`config.mk`:
```
export PLATFORM = sky130hd
export DESIGN_NAME = i2c_regbank_target
export DESIGN_NICKNAME = d
export VERILOG_FILES = /design/src/rtl/i2c_rb_pkg.sv /design/src/rtl/i2c_rb_sync.sv /design/src/rtl/i2c_rb_regs.sv /design/src/rtl/i2c_regbank_target.sv
export SDC_FILE = /design/constraint.sdc
export NUM_CORES = 1
export LEC_CHECK = 0
export BUFFER_PORTS_ARGS = -buffer_cell sky130_fd_sc_hd__buf_4
export CAP_MARGIN = 20
export CORE_UTILIZATION = 60
export DETAILED_ROUTE_END_ITERATION = 7
export MAX_ROUTING_LAYER = met4
export PLACE_DENSITY_LB_ADDON = 0.15
export SLEW_MARGIN = 5
export SYNTH_ARGS = -nofsm -noshare
export SYNTH_HDL_FRONTEND = slang
export SYNTH_SLANG_ARGS = --single-unit
```
`constraint.sdc`:
```
create_clock -name clk -period 3.3 [get_ports clk]
set_input_delay 0.33 -clock clk [delete_from_list [all_inputs] [get_ports clk]]
set_output_delay 0.33 -clock clk [all_outputs]
set_load 0.005 [all_outputs]
```
`src/rtl/i2c_rb_pkg.sv`:
```
package i2c_rb_pkg;

  // Protocol phases of the target state machine
  typedef enum logic [3:0] {
    ST_IDLE,     // bus free, waiting for START
    ST_DEV,      // shifting in device address + R/W
    ST_DEV_ACK,  // driving ACK for device address
    ST_REG,      // shifting in register-address byte
    ST_REG_ACK,  // driving ACK for register address
    ST_WR,       // shifting in write data
    ST_WR_ACK,   // driving ACK for write data
    ST_RD,       // shifting out read data
    ST_RD_MACK,  // host acknowledge slot after read byte
    ST_IGNORE    // not addressed / read ended, wait for START or STOP
  } tgt_state_e;

endpackage

```
`src/rtl/i2c_rb_sync.sv`:
```
module i2c_rb_sync #(
  parameter int STAGES = 2
) (
  input  logic clk,
  input  logic rst_n,
  input  logic scl_i,
  input  logic sda_i,
  output logic scl_o,
  output logic sda_o,
  output logic scl_rise_o,
  output logic scl_fall_o,
  output logic start_o,
  output logic stop_o
);

  logic [STAGES-1:0] scl_sh_q, sda_sh_q;
  logic              scl_d_q, sda_d_q;

  // Idle bus level is high, so all stages reset to one
  always_ff @(posedge clk or negedge rst_n) begin
    if (!rst_n) begin
      scl_sh_q <= '1;
      sda_sh_q <= '1;
      scl_d_q  <= 1'b1;
      sda_d_q  <= 1'b1;
    end else begin
      scl_sh_q <= {scl_sh_q[STAGES-2:0], scl_i};
      sda_sh_q <= {sda_sh_q[STAGES-2:0], sda_i};
      scl_d_q  <= scl_sh_q[STAGES-1];
      sda_d_q  <= sda_sh_q[STAGES-1];
    end
  end

  always_comb begin
    scl_o      = scl_sh_q[STAGES-1];
    sda_o      = sda_sh_q[STAGES-1];
    scl_rise_o = scl_o & ~scl_d_q;
    scl_fall_o = ~scl_o & scl_d_q;
    start_o    = scl_o & scl_d_q & sda_d_q & ~sda_o;
    stop_o     = scl_o & scl_d_q & ~sda_d_q & sda_o;
  end

endmodule

```
`src/rtl/i2c_rb_regs.sv`:
```
module i2c_rb_regs #(
  parameter int NUM_REGS = 10,
  parameter int DATA_W   = 8,
  parameter int AW       = 6
) (
  input  logic              clk,
  input  logic              rst_n,
  input  logic              we,
  input  logic [AW-1:0]     waddr,
  input  logic [DATA_W-1:0] wdata,
  input  logic [AW-1:0]     raddr,
  output logic [DATA_W-1:0] rdata
);

  logic [NUM_REGS-1:0][DATA_W-1:0] regs_q;

  for (genvar g = 0; g < NUM_REGS; g++) begin : g_reg
    logic wen;
    assign wen = we && (waddr == AW'(g));
    always_ff @(posedge clk or negedge rst_n) begin
      if (!rst_n)   regs_q[g] <= '0;
      else if (wen) regs_q[g] <= wdata;
    end
  end

  // Unmapped addresses read as zero
  always_comb begin
    rdata = '0;
    for (int i = 0; i < NUM_REGS; i++)
      if (raddr == AW'(i)) rdata = regs_q[i];
  end

  AST_OOR_WRITE_DROPPED: assert property (@(posedge clk) disable iff (!rst_n)
    (we && waddr >= AW'(NUM_REGS)) |=> $stable(regs_q)) else $error("oor write");
  AST_OOR_READ_ZERO: assert property (@(posedge clk) disable iff (!rst_n)
    (raddr >= AW'(NUM_REGS)) |-> (rdata == '0)) else $error("oor read");

endmodule

```
`src/rtl/i2c_regbank_target.sv`:
```
module i2c_regbank_target
  import i2c_rb_pkg::*;
#(
  parameter logic [6:0] DEV_ADDR = 7'h2A,
  parameter int         NUM_REGS = 10,
  parameter int         DATA_W   = 8,
  parameter int         AW       = 6,
  parameter int         RA_BITS  = 5
) (
  input  logic clk,
  input  logic rst_n,
  input  logic scl_i,
  input  logic sda_i,
  output logic sda_oe_o
);

  localparam int            BCW  = $clog2(DATA_W + 1);
  localparam logic [AW-1:0] LAST = AW'(NUM_REGS - 1);

  logic scl_s, sda_s, scl_rise, scl_fall, start_det, stop_det;

  i2c_rb_sync #(.STAGES(2)) u_sync (
    .clk(clk), .rst_n(rst_n), .scl_i(scl_i), .sda_i(sda_i),
    .scl_o(scl_s), .sda_o(sda_s), .scl_rise_o(scl_rise), .scl_fall_o(scl_fall),
    .start_o(start_det), .stop_o(stop_det)
  );

  tgt_state_e        state_q, state_d;
  logic [BCW-1:0]    bitcnt_q, bitcnt_d;
  logic [DATA_W-1:0] shreg_q, shreg_d;
  logic [AW-1:0]     ptr_q, ptr_d, ptr_next;
  logic              rw_q, rw_d, mack_q, mack_d, oe_q, oe_d;
  logic              reg_we;
  logic [DATA_W-1:0] reg_rdata;

  i2c_rb_regs #(.NUM_REGS(NUM_REGS), .DATA_W(DATA_W), .AW(AW)) u_regs (
    .clk(clk), .rst_n(rst_n), .we(reg_we), .waddr(ptr_q), .wdata(shreg_q),
    .raddr(ptr_q), .rdata(reg_rdata)
  );

  // Counter advance: anything at or above the last register wraps to zero
  assign ptr_next = (ptr_q >= LAST) ? '0 : ptr_q + AW'(1);

  always_comb begin
    state_d  = state_q;
    bitcnt_d = bitcnt_q;
    shreg_d  = shreg_q;
    ptr_d    = ptr_q;
    rw_d     = rw_q;
    mack_d   = mack_q;
    oe_d     = oe_q;
    reg_we   = 1'b0;
    if (stop_det) begin
      state_d  = ST_IDLE;
      oe_d     = 1'b0;
      bitcnt_d = '0;
    end else if (start_det) begin
      state_d  = ST_DEV;
      oe_d     = 1'b0;
      bitcnt_d = '0;
    end else begin
      case (state_q)
        ST_DEV, ST_REG, ST_WR: begin
          if (scl_rise) begin
            shreg_d  = {shreg_q[DATA_W-2:0], sda_s};
            bitcnt_d = bitcnt_q + BCW'(1);
          end else if (scl_fall && bitcnt_q == BCW'(DATA_W)) begin
            bitcnt_d = '0;
            if (state_q == ST_DEV) begin
              if (shreg_q[DATA_W-1:1] == DEV_ADDR) begin
                rw_d    = shreg_q[0];
                oe_d    = 1'b1;
                state_d = ST_DEV_ACK;
              end else begin
                state_d = ST_IGNORE;
              end
            end else if (state_q == ST_REG) begin
              ptr_d   = AW'(shreg_q[RA_BITS-1:0]);
              oe_d    = 1'b1;
              state_d = ST_REG_ACK;
            end else begin
              reg_we  = 1'b1;
              ptr_d   = ptr_next;
              oe_d    = 1'b1;
              state_d = ST_WR_ACK;
            end
          end
        end
        ST_DEV_ACK, ST_RD_MACK: begin
          if (state_q == ST_RD_MACK && scl_rise) begin
            mack_d = ~sda_s;
          end else if (scl_fall) begin
            if ((state_q == ST_DEV_ACK && rw_q) || (state_q == ST_RD_MACK && mack_q)) begin
              shreg_d  = reg_rdata;
              oe_d     = ~reg_rdata[DATA_W-1];
              ptr_d    = ptr_next;
              bitcnt_d = '0;
              state_d  = ST_RD;
            end else begin
              oe_d    = 1'b0;
              state_d = (state_q == ST_DEV_ACK) ? ST_REG : ST_IGNORE;
            end
          end
        end
        ST_REG_ACK, ST_WR_ACK: begin
          if (scl_fall) begin
            oe_d    = 1'b0;
            state_d = ST_WR;
          end
        end
        ST_RD: begin
          if (scl_fall) begin
            if (bitcnt_q == BCW'(DATA_W - 1)) begin
              oe_d     = 1'b0;
              bitcnt_d = '0;
              state_d  = ST_RD_MACK;
            end else begin
              shreg_d  = shreg_q << 1;
              oe_d     = ~shreg_q[DATA_W-2];
              bitcnt_d = bitcnt_q + BCW'(1);
            end
          end
        end
        default: ;
      endcase
    end
  end

  always_ff @(posedge clk or negedge rst_n) begin
    if (!rst_n) begin
      state_q  <= ST_IDLE;
      bitcnt_q <= '0;
      shreg_q  <= '0;
      ptr_q    <= '0;
      rw_q     <= 1'b0;
      mack_q   <= 1'b0;
      oe_q     <= 1'b0;
    end else begin
      state_q  <= state_d;
      bitcnt_q <= bitcnt_d;
      shreg_q  <= shreg_d;
      ptr_q    <= ptr_d;
      rw_q     <= rw_d;
      mack_q   <= mack_d;
      oe_q     <= oe_d;
    end
  end

  assign sda_oe_o = oe_q;

  AST_OE_CHANGES_SCL_LOW: assert property (@(posedge clk) disable iff (!rst_n)
    (oe_q != $past(oe_q)) |-> (!$past(scl_s) || $past(start_det) || $past(stop_det)))
    else $error("oe moved with scl high");
  AST_RELEASED_WHEN_UNADDRESSED: assert property (@(posedge clk) disable iff (!rst_n)
    (state_q == ST_IDLE || state_q == ST_IGNORE) |-> !oe_q) else $error("driving while idle");
  AST_PTR_WRAP: assert property (@(posedge clk) disable iff (!rst_n)
    (reg_we && ptr_q == LAST) |=> (ptr_q == '0)) else $error("no wrap");
  AST_PTR_LOAD: assert property (@(posedge clk) disable iff (!rst_n)
    (state_q == ST_REG_ACK && $past(state_q) == ST_REG) |-> (ptr_q == AW'($past(shreg_q[RA_BITS-1:0]))))
    else $error("bad ptr load");

endmodule

```
# After elaboration in Yosys (flattened, before gate mapping)
# Cells that the tools add are included.
# totals
ff_bits,111
latch_bits,0
mem_bits_rw,0
input_bits,4
output_inout_bits,1
mem_bits_ro,0
memories,0
elab_cells,180
# op_classes
n_shift,0
n_eq_ne,39
n_addsub,2
magnitude_cmp,1
n_mux,71
n_reduce_logical,30
div_mod_pow,0
bitwise_logic,16
multipliers,0
# op_table
cell,count
8-bit two-way mux,16
4-bit two-way mux,22
6-bit two-way mux,8
4-bit inequality test (second input constant),8
6-bit by 3-bit equality test with 1-bit output (second input constant),4
8-bit one-hot mux with 3 select lines,1
4-bit by 3-bit equality test with 1-bit output (second input constant),5
1-bit two-way mux,19
2-bit inequality test (second input constant),9
9-bit AND reduction,2
4-bit one-hot mux with 4 select lines,1
8-bit AND reduction,2
1-bit logical AND,14
6-bit by 2-bit equality test with 1-bit output (second input constant),2
6-bit by 4-bit equality test with 1-bit output (second input constant),2
4-bit one-hot mux with 3 select lines,1
6-bit one-hot mux with 2 select lines,1
5-bit inequality test (second input constant),2
1-bit inverter,9
4-bit by 2-bit equality test with 1-bit output (second input constant),2
4-bit equality test (second input constant),2
1-bit AND,7
7-bit by 6-bit equality test with 1-bit output (second input constant),1
7-bit AND reduction,1
other kinds (17),18

# Logic depth before layout (Yosys ltp)
# Gate-level depths: netlist of run 1.
# depth
ltp_word,18
mapped_depth,9
depth_no_buf,8

# Cells and area by module
# From an unflattened synthesis of run 1, not the netlist that was laid out.
# hier_totals
hier_cells,518
area_unflattened_um2,6003.3
# modules_own_cells
mod,area_each_um2,cells_each,n_inst,seq_area_each_um2
i2c_rb_regs,3932.5,301,1,2001.9
i2c_regbank_target,1880.6,207,1,625.6
i2c_rb_sync,190.2,10,1,157.7

# Worst setup path after synthesis of run 1
# Ideal clock, no wire load.
# synth_path
path_type,register to register
from,register u_sync.scl_d_q
to,register u_regs.regs_q[0] (netlist name)
path_buffers,1
setup_time_ns,0.125
arrival_ns,2.228
path_slack_ns,0.947
required_ns,3.175
path_stages_with_launch,7
synth_period_minus_slack_ns,2.353
path_cell_list,dfstp_2 > and2b_2 > nand4b_4 > or4_1 > buf_6 > nor3b_4 > mux2_2
# synth_via
elab_chain_len,8
word_cells_on_any_way,15
cone_classes,mux: 5; bitwise: 8; reduce/logical: 2
# synth_rtl
element,line,text
start: declaration,i2c_rb_sync.sv:17,"logic scl_d_q, sda_d_q;"
start signal: assignment,i2c_rb_sync.sv:29,scl_d_q <= scl_sh_q[STAGES-1];
1-bit AND,i2c_rb_sync.sv:38,scl_fall_o = ~scl_o & scl_d_q;
1-bit logical AND,i2c_regbank_target.sv:67,end else if (scl_fall && bitcnt_q == BCW'(DATA_W)) begin
1-bit two-way mux,i2c_regbank_target.sv:67,
1-bit two-way mux,i2c_regbank_target.sv:64,if (scl_rise) begin
1-bit two-way mux,i2c_regbank_target.sv:62,case (state_q)
1-bit two-way mux,i2c_regbank_target.sv:57,end else if (start_det) begin
1-bit two-way mux *,i2c_regbank_target.sv:53,if (stop_det) begin
1-bit logical AND *,i2c_rb_regs.sv:19,assign wen = we && (waddr == AW'(g));
end signal: indexed assignment,i2c_rb_regs.sv:22,else if (wen) regs_q[g] <= wdata;
end: declaration,i2c_rb_regs.sv:15,logic [NUM_REGS-1:0][DATA_W-1:0] regs_q;
# Every way passes the cells marked *; elsewhere a longest branch is shown, timed or not.
# A chain may end at the register's enable or synchronous reset.

# Worst setup path after layout of run 1
# layout_path
from,register ptr_q[1]
to,register shreg_q[2]
# layout_via
elab_chain_len,15
word_cells_on_any_way,24
cone_classes,eq/ne: 9; mux: 14; reduce/logical: 1
# layout_rtl
element,line,text
start: declaration,i2c_regbank_target.sv:31,"logic [AW-1:0] ptr_q, ptr_d, ptr_next;"
start signal: assignment,i2c_regbank_target.sv:142,ptr_q <= ptr_d;
6-bit zero test,i2c_rb_regs.sv:30,if (raddr == AW'(i)) rdata = regs_q[i];
8-bit two-way mux (9 in series),i2c_rb_regs.sv:30,
8-bit two-way mux *,i2c_rb_regs.sv:30,
8-bit two-way mux *,i2c_regbank_target.sv:93,if ((state_q == ST_DEV_ACK && rw_q) || (state_q == ST_RD_MACK && mack_q)) begin
8-bit two-way mux *,i2c_regbank_target.sv:92,end else if (scl_fall) begin
8-bit two-way mux *,i2c_regbank_target.sv:90,if (state_q == ST_RD_MACK && scl_rise) begin
8-bit one-hot mux with 3 select lines *,i2c_regbank_target.sv:62,
end signal: assignment,i2c_regbank_target.sv:141,shreg_q <= shreg_d;
end: declaration,i2c_regbank_target.sv:30,"logic [DATA_W-1:0] shreg_q, shreg_d;"
# Every way passes the cells marked *; elsewhere a longest branch is shown, timed or not. The select of a mux whose other input is x is not followed.

==> impl_metrics.py, run 1 <==
metrics = {
    "power": {
        "intPower_mw": 2.40,
        "peakVddDrop_v": 0.000404,
        "p_sw_frac": 0.425,
        "p_leak_nw": 2.80,
        "comb_power_share": 0.392,
        "clockPowerShare": 0.193,
        "p_switching_mw": 1.78,
        "power_density_mw_per_mm2": 688,
        "pwr-share-seq": 0.415,
    },
    "route": {
        "drc": 0,
        "drt_first_pass_iters": 5,
        "drt_iter0_drc": 276,
        "totalWireLength_mm": 13.4,
        "vias_per_cell": 6.34,
        "ant_nets": 0,
        "vias": 4172,
        "routedWlPerCell_um": 20.4,
    },
    "cells_and_area": {
        "final_layout_size_suffix_gt1_frac": 0.255,
        "fin_nets": 535,
        "syn_to_final_growth_pct": 5.82,
        "antennaDiodeCount": 0,
        "final_area_sq_mm": 0.00607,
    },
    "timing": {
        "slew_viol_final": 0,
        "tns_ns": 0,
        "tightest_slew_ns": 0.835,
        "finalClockSkew_ns": 0.0136,
        "setup_violations": 0,
        "hold_slack_ns": 0.0393,
        "relSlewSlack": 0.443,
        "hold_violations": 0,
        "period_needed_ns": 2.79,
        "fmax_mhz": 359,
        "finalCritPeriodShare": 0.845,
        "rsz0062_at_grt": "false",
    },
    "yosys": {
        "synth_top_area_share": 0.458,
        "synth_cell_types": 67,
        "seq_area_frac_synth": 0.485,
        "ys_ff_latch": 111,
        "syn_nets": 542,
        "ys.flop_type": "dfrtp_1",
        "synth_most_common_cell": "dfrtp_1",
        "ys_top_cells_by_area": "dfrtp_1 46%, mux2_2 16%, dfstp_2 2.7%",
        "syn_inst": 531,
        "synth_edf_count": 0,
        "ys_warn_count": 0,
        "syn_avg_cell_area_sq_um": 10.8,
        "synth_top_cell_by_area": "dfrtp_1",
        "async_flop_share": 1.00,
        "synth_common_cells": "105 x dfrtp_1, 83 x mux2_2, 35 x nand2_1, 34 x nor2_1, 25 x clkbuf_1",
        "netlist_area_sq_mm": 0.00574,
    },
    "floorplan": {
        "fp.coreArea_sq_mm": 0.00924,
        "die_y_um": 99.8,
        "io_pins": 5,
        "start_util": 0.621,
        "die_area_sq_mm": 0.00996,
        "placementRows": 35,
        "die_w_um": 99.8,
    },
    "setup_path": {
        "cp.required_ns": 3.59,
        "worst_ep_arrival_time_ns": 3.08,
        "cp-end-kind": "flop",
        "crit_fanout": 8,
        "start_kind": "flop",
        "crit_type": "reg2reg",
    },
    "job": {
        "cap_viol_max_count": 0,
    },
    "global_routing": {
        "overflow": 0,
        "antenna_found_initial": 0,
        "grt_max_degree": 65,
        "track_usage": 0.305,
        "grt_pass1_vias": 4148,
        "grt_pass1_wl_mm": 22.2,
    },
    "clocking": {
        "cts_root_buf": "clkbuf_8",
        "h-tree-depth": 3,
        "cts_resized": 0,
        "clock_latency_ns": 0.39,
        "ctsLongestPathBuffers": 2,
        "cts_made_buffers": 9,
        "cts.clk_slew.worst_paths_ns": 0.11,
        "cts_setup_buffers": 0,
        "cts_tree": "yes",
        "clock-sinks": 111,
        "cts_hold_buf": 1,
    },
    "run_status": {
        "status": "complete, no violations",
    },
    "hold_path": {
        "hold_path.class": "in2reg",
    },
    "placement": {
        "port_buffers": 4,
        "dp_hpwl_mm": 9.10,
        "post_dp_cell_area_sq_mm": 0.00587,
        "place_congestion": 0.901,
    },
}
[cell type report]
type | instances | area, sq um
flip-flops and latches | 111 | 2790
multi-input cells | 377 | 2780
well taps | 129 | 161
clock inverters | 5 | 51.3
fillers | 727 | 3170
repair buffers | 13 | 113
inverters | 12 | 45.0
clock buffers | 11 | 141
[power groups by stage]
stage / Sequential [mW] / Combinational (mW) / Clock (mW)
floorplan: 1.57 / 1.26 / 0
global placement: 1.74 / 1.59 / 0
detailed placement: 1.75 / 1.61 / 0
CTS: 1.72 / 1.62 / 0.821
global route: 1.76 / 1.82 / 0.856
finish: 1.73 / 1.64 / 0.805
[state kept, by name (all words and copies together), names as in the netlist]
| name | count |
|---|---|
| state_q | 4 |
| ptr_q | 6 |
| rw_q | 1 |
| u_sync.scl_sh_q | 2 |
| bitcnt_q | 4 |
| shreg_q | 8 |
| u_regs.regs_q | 80 |
| sda_oe_o | 1 |
| mack_q | 1 |
| u_sync.scl_d_q | 1 |
| u_sync.sda_sh_q | 2 |
| u_sync.sda_d_q | 1 |
[kinds of logic (layout without fill, tap and decap cells)]
kind of cell,after synthesis,after routing,share of synthesized area
and+or+nand+nor,169,169,0.161
AOI/OAI and AO/OA,111,111,0.133
DFF,111,111,0.485
muxes,88,88,0.172
buffers and inverters,43,41,0.0310
adders and majority gates,7,7,0.0153
xor gates and xnor gates,2,2,0.00305
[worst max-delay path, stage by stage, from the launching register on]
cell and delay, ns:
dfrtp_1 0.43, inv_1 0.13, ha_1 0.32, nor2b_1 0.30, and2_0 0.48, a211oi_1 0.15, a211oi_1 0.47, a21oi_1 0.18
o31ai_1 0.24
[cells in the final DEF, fill, tap and decap left out, types with 3 or more instances in the layout]
cell      instances
a31oi_1           6
o31ai_1           6
nor3b_1           4
o22ai_1          10
and2_1            6
o21ai_0          19
a22oi_1           7
nor2_1           34
nand2_1          35
nand3_1          14
a21oi_1          19
nor3_1           22
o21a_1            3
o22a_1            4
a221oi_1          6
nor2_2            9
a211oi_1          6
a21o_1            3
nand3b_1          6
or4_1             3
ha_1              7
mux2i_1           5
dfstp_2           6
inv_1            12
nor2b_1           7
nor4_1            3
nand2b_1          7
clkbuf_8         10
mux2_2           83
buf_4            11
dfrtp_1         105
[stage by stage]
step | setup WS, ns | cells | total power [mW] | utilization
after floorplan | 0.947 | 531 | 2.83 | -
after global placement | 0.518 | 641 | 3.34 | 0.635
after detailed placement | 0.501 | 641 | 3.36 | 0.635
after CTS | 0.485 | 658 | 4.16 | 0.657
after global routing | 0.268 | 658 | 4.43 | 0.657
final | 0.512 | 658 | 4.18 | 0.657
[per-layer routing]
metal	wire length, um	vias up	GRT usage
met1	6290	2121	0.424
li1	-	1925	-
met4	261	0	0.0939
met3	633	18	0.0613
met5	0	-	-
met2	6240	108	0.454
[worst paths after layout]
check / slack, ns / to / startpoint / depth (start not counted)
setup / recovery: 0.51 / shreg_q[2] / ptr_q[1] / 8
hold / removal: 0.04 / u_sync.scl_sh_q[0] / scl_i / 1
min in group asynchronous: 0.49 / state_q[0] / rst_n / 2
setup reg to reg: 0.51 / shreg_q[2] / ptr_q[1] / 8
hold reg to reg: 0.36 / u_sync.sda_sh_q[1] / u_sync.sda_sh_q[0] / 0
max in group asynchronous: 2.03 / u_sync.scl_sh_q[0] / rst_n / 3
(Power assumes the default switching activity.)
==> run 2, diff against run 1 <==
clock period = 2.7 ns   (was 3.3 ns; I/O delays follow)
==> run 2 against run 1 <==
Sequential power rose by 16%. First-iteration DRC count shrank 1.4%. Worst hold slack gained 0.32 ns. Combinational power grew 37%. Die area did not move. Critical path depth decreased by 2. Register-to-register slack worse by 0.41 ns. Design area up 3.4%. Clock power increased by 28%. Largest power group is now combinational logic. Non-clock buffer count increased by 23.
==> impl_metrics.py, run 2 (synthesis results as in run 1) <==
metrics = {
    "power": {
        "pwr-share-seq": 0.379,
        "clockPowerShare": 0.195,
        "peakVddDrop_v": 0.000493,
        "p_leak_nw": 2.92,
        "comb_power_share": 0.426,
        "p_switching_mw": 2.18,
        "intPower_mw": 3.09,
        "power_density_mw_per_mm2": 839,
        "p_sw_frac": 0.413,
        "p_total_mw": 5.27,
    },
    "cells_and_area": {
        "final_common_cell": "dfrtp_1",
        "final_layout_size_suffix_gt1_frac": 0.287,
        "fillerInstances": 712,
        "antennaDiodeCount": 0,
        "fin_cells": 680,
        "top_regs": "u_regs.regs_q: 80 flops, shreg_q: 8 flops, ptr_q: 6 flops",
        "regMostFlops": "u_regs.regs_q",
        "mostFrequentLayoutCells": "105 x dfrtp_1, 83 x mux2_2, 35 x nand2_1",
        "syn_to_final_growth_pct": 9.38,
        "fin_nets": 558,
        "largest_register_ffs": 80,
    },
    "floorplan": {
        "start_util": 0.621,
        "die_y_um": 99.8,
        "die_w_um": 99.8,
        "fp.coreArea_sq_mm": 0.00924,
        "placementRows": 35,
        "die_area_sq_mm": 0.00996,
        "io_pins": 5,
    },
    "timing": {
        "slew_viol_final": 0,
        "relSlewSlack": 0.604,
        "tns_ns": 0,
        "period_needed_ns": 2.60,
        "setup_violations": 0,
        "layout_setup_ws_ns": 0.102,
        "finalCritPeriodShare": 0.962,
        "tightest_slew_ns": 0.594,
        "rsz0062_at_grt": "true",
        "fmax_mhz": 385,
        "finalClockSkew_ns": 0.0181,
        "hold_violations": 0,
    },
    "setup_path": {
        "worst_ep_arrival_time_ns": 2.86,
        "start_kind": "flop",
        "crit_type": "reg2reg",
        "cp-end-kind": "flop",
        "r2r_slack_ns": 0.10,
        "reg2reg_from": "u_sync.scl_d_q",
        "cp.required_ns": 2.96,
        "crit_fanout": 10,
        "r2r-end": "u_regs.regs_q[40]",
        "reg2reg_depth": 6,
    },
    "clocking": {
        "cts.clk_slew.worst_paths_ns": 0.11,
        "cts_tree": "yes",
        "clock_latency_ns": 0.38,
        "h-tree-depth": 3,
        "clock-sinks": 111,
        "ctsLongestPathBuffers": 2,
        "cts_root_buf": "clkbuf_8",
        "cts_made_buffers": 9,
    },
    "route": {
        "routedWlPerCell_um": 20.0,
        "vias_per_cell": 6.25,
        "totalWireLength_mm": 13.6,
        "drt_iter0_drc": 272,
        "vias": 4249,
        "drc": 0,
        "drt_first_pass_iters": 7,
        "ant_nets": 0,
    },
    "placement": {
        "dp_hpwl_mm": 9.42,
        "pre_cts_slack_ns": 0.0884,
        "placed_cells": 661,
        "place_congestion": 0.956,
        "port_buffers": 4,
    },
    "hold_path": {
        "holdPathStages": 0,
        "hold_path.class": "reg2reg",
        "holdPathEnd": "u_sync.scl_sh_q[1]",
        "holdCritStartpoint": "u_sync.scl_sh_q[0]",
    },
    "global_routing": {
        "overflow": 0,
        "track_usage": 0.311,
        "antenna_found_initial": 0,
        "grt_pass1_wl_mm": 22.7,
        "grt_max_degree": 68,
        "grt_pass1_vias": 4223,
    },
    "run_status": {
        "status": "complete, no violations",
    },
    "job": {
        "cap_viol_max_count": 0,
    },
}
-- run 2: power by group through the flow --
stage / clock, mW / combinational, mW / sequential [mW]
floorplan: 0 / 1.54 / 1.92
global placement: 0 / 2.17 / 2.02
detailed placement: 0 / 2.20 / 2.02
CTS: 1.04 / 2.21 / 1.99
global route: 1.09 / 2.46 / 2.02
finish: 1.03 / 2.24 / 2.00
-- run 2: cell type report --
class                           count  area [sq um]  area share
Inverter                           12          45.0     0.00718
Multi-Input combinational cell    377          2780       0.443
Timing Repair Buffer               36           303      0.0482
Clock buffer                        9           124      0.0197
Clock inverter                      6          80.1      0.0128
Tap cell                          129           161      0.0257
Sequential cell                   111          2790       0.444
-- run 2: worst max-delay path, cell delays in order (launching register included) --
cell,delay (ns)
dfstp_2,0.59
and2b_2,0.20
nand4b_4,0.14
or4_1,0.53
buf_4,0.21
nor2_2,0.41
mux2_2,0.39
-- run 2: how the worst max path moves through the flow --
| stage | end | depth (start not counted) | slack, ns | startpoint |
|---|---|---|---|---|
| 4_1_cts | u_regs.regs_q[65] | 6 | 0.05 | u_sync.scl_d_q |
| 3_5_place_dp | u_regs.regs_q[65] | 6 | 0.09 | u_sync.scl_d_q |
| 5_1_grt | u_regs.regs_q[32] | 6 | -0.03 | u_sync.scl_d_q |
| 2_1_floorplan | u_regs.regs_q[0] | 6 | 0.35 | u_sync.scl_d_q |
| 6_report | u_regs.regs_q[40] | 6 | 0.10 | u_sync.scl_d_q |
| 3_3_place_gp | u_regs.regs_q[68] | 6 | 0.09 | u_sync.scl_d_q |
-- run 2: per-layer routing --
| metal | GRT usage | share of wire | up-vias |
|---|---|---|---|
| li1 | - | - | 1973 |
| met1 | 0.441 | 0.47 | 2124 |
| met2 | 0.463 | 0.46 | 129 |
| met3 | 0.0508 | 0.052 | 23 |
| met4 | 0.101 | 0.024 | 0 |
| met5 | - | 0 | - |
-- run 2: what timing repair did --
action,in CTS,in global routing
gates resized for setup,0,3
endpoints found under the setup margin,0,41
hold buffers,3,0
hold endpoints to repair,46,0
setup buffers,0,1
-- run 2: through the flow --
stage          instance area, sq um   util  hold slack, ns
2_1_floorplan                  5740      -         -0.0256
3_3_place_gp                   6020  0.651           0.304
3_5_place_dp                   6020  0.651           0.308
4_1_cts                        6250  0.677           0.360
5_1_grt                        6280  0.679           0.359
6_report                       6280  0.679           0.356
==> run 3, diff against run 2 <==
CORE_UTILIZATION = 41   (was 60)
==> run 3 against run 2 <==
Wire length is 5.4% higher. Sequential share of layout area shrank 1.6 points. Via count down 1.4%. Final cell count rose by 8.1%. Critical endpoint is now shreg_q[1]. Largest power group unchanged. Highest routed layer unchanged.
==> impl_metrics.py, run 3 (synthesis results as in run 1) <==
metrics = {
    "run_status": {
        "status": "complete, no violations",
    },
    "floorplan": {
        "die_area_sq_mm": 0.0145,
        "start_util": 0.427,
        "die_w_um": 120,
        "die_y_um": 120,
        "placementRows": 42,
        "fp.coreArea_sq_mm": 0.0135,
        "io_pins": 5,
    },
    "setup_path": {
        "worst_ep_arrival_time_ns": 2.86,
        "max_stage_delay_ns": 0.60,
        "cp-end-kind": "flop",
        "crit_type": "reg2reg",
        "cp.required_ns": 2.96,
        "crit_fanout": 13,
        "crit_slowest_cell": "dfstp_2",
        "path_cells": "or2b_2 > nor4_1 > a211oi_1 > o21ai_2 > buf_4 > nor2_1 > a21oi_1",
        "start_kind": "flop",
    },
    "cells_and_area": {
        "final_area_sq_mm": 0.00651,
        "top_regs": "u_regs.regs_q: 80 flops, shreg_q: 8 flops, ptr_q: 6 flops",
        "fin_nets": 565,
        "fillerInstances": 1274,
        "final_layout_size_suffix_gt1_frac": 0.301,
        "mostFrequentLayoutCells": "105 x dfrtp_1, 83 x mux2_2, 41 x buf_4",
        "antennaDiodeCount": 0,
        "largest_register_ffs": 80,
        "final_common_cell": "dfrtp_1",
        "syn_to_final_growth_pct": 13.4,
        "regMostFlops": "u_regs.regs_q",
    },
    "route": {
        "drt_iter0_drc": 314,
        "drc": 0,
        "totalWireLength_mm": 14.3,
        "vias_per_cell": 5.70,
        "vias": 4190,
        "routedWlPerCell_um": 19.5,
        "ant_nets": 0,
        "drt_first_pass_iters": 5,
    },
    "power": {
        "comb_power_share": 0.399,
        "clockPowerShare": 0.254,
        "intPower_mw": 3.57,
        "p_total_mw": 5.78,
        "power_density_mw_per_mm2": 889,
        "p_leak_nw": 3.02,
        "p_sw_frac": 0.383,
        "p_switching_mw": 2.21,
        "peakVddDrop_v": 0.000337,
        "pwr-share-seq": 0.347,
    },
    "clocking": {
        "cts_root_buf": "clkbuf_16",
        "cts_made_buffers": 9,
        "h-tree-depth": 3,
        "clock_latency_ns": 0.35,
        "ctsLongestPathBuffers": 2,
        "cts.clk_slew.worst_paths_ns": 0.08,
        "clock-sinks": 111,
        "cts_tree": "yes",
    },
    "timing": {
        "finalCritPeriodShare": 0.962,
        "hold_slack_ns": 0.0260,
        "finalClockSkew_ns": 0.0108,
        "setup_violations": 0,
        "tns_ns": 0,
        "tightest_slew_ns": 0.720,
        "slew_viol_final": 0,
        "period_needed_ns": 2.60,
        "fmax_mhz": 385,
        "relSlewSlack": 0.520,
        "hold_violations": 0,
        "rsz0062_at_grt": "false",
    },
    "global_routing": {
        "grt_pass1_wl_mm": 23.9,
        "overflow": 0,
        "grt_max_degree": 53,
        "antenna_found_initial": 0,
        "grt_pass1_vias": 4253,
        "track_usage": 0.224,
    },
    "placement": {
        "dp_hpwl_mm": 10.1,
        "place_congestion": 0.935,
        "post_dp_cell_area_sq_mm": 0.00615,
        "port_buffers": 4,
    },
    "job": {
        "cap_viol_max_count": 0,
    },
    "hold_path": {
        "hold_path.class": "in2reg",
    },
}
-- run 3: cell count changes in the layout (fill, tap and decap cells not counted), sizes merged --
| cell | delta |
|---|---|
| dlygate4sd3 | -2 |
| clkbuf | +2 |
| buf | +9 |
| bufinv | +1 |
| clkinvlp | -1 |
| inv | -1 |
-- run 3: stage by stage --
| stage | cells | utilization | setup WS (ns) |
|---|---|---|---|
| 6_report | 735 | 0.484 | 0.101 |
| 5_1_grt | 735 | 0.484 | 0.00702 |
| 4_1_cts | 735 | 0.483 | 0.0927 |
| 3_5_place_dp | 718 | 0.457 | 0.110 |
| 3_3_place_gp | 718 | 0.457 | 0.177 |
| 2_1_floorplan | 531 | - | 0.347 |
-- run 3: final timing paths --
kind,startpoint,end,slack (ns),cells after the start
setup reg to reg,u_sync.scl_sh_q[1],shreg_q[1],0.10,7
min in group asynchronous,rst_n,mack_q,0.44,2
hold reg to reg,u_sync.sda_sh_q[0],u_sync.sda_sh_q[1],0.34,0
setup / recovery,u_sync.scl_sh_q[1],shreg_q[1],0.10,7
hold / removal,sda_i,u_sync.sda_sh_q[0],0.03,1
max in group asynchronous,rst_n,u_regs.regs_q[2],1.55,3
-- run 3: worst max-delay path: cells and delay by family, from the launching register on --
family	cells	cell delay, ns
flops	1	0.60
simple gates	3	0.96
compound gates	3	0.69
buf+inv	1	0.25
-- run 3: power by group through the flow --
stage	Clock (mW)	Sequential [mW]	Combinational (mW)
after floorplan	0	1.92	1.54
after global placement	0	2.04	2.28
after detailed placement	0	2.03	2.28
after CTS	1.51	2.00	2.30
after global routing	1.58	2.04	2.54
final	1.47	2.01	2.31
-- run 3: layout make-up --
type	instances	area (sq um)	share of cell area
multi-input cells	377	2790	0.428
flip-flops and latches	111	2790	0.428
repair buffers	43	338	0.0519
clock buffers	11	253	0.0388
well taps	176	220	0.0338
clock inverters	5	78.8	0.0121
inverters	12	45.0	0.00692
-- run 3: metal layers --
layer	up-vias	share of wire	wire length (um)	global-route usage
met5	-	0	0	-
met4	0	0.017	246	0.0856
met3	12	0.040	575	0.0330
met2	62	0.46	6580	0.332
met1	2121	0.48	6930	0.310
li1	1995	-	-	-
-- run 3: repair_timing --
action / CTS / global route
hold buffers: 1 / 0
setup buffers: 0 / 0
endpoints found under the setup margin: 0 / 28
gates resized for setup: 0 / 4
endpoints found under the hold margin: 33 / 0
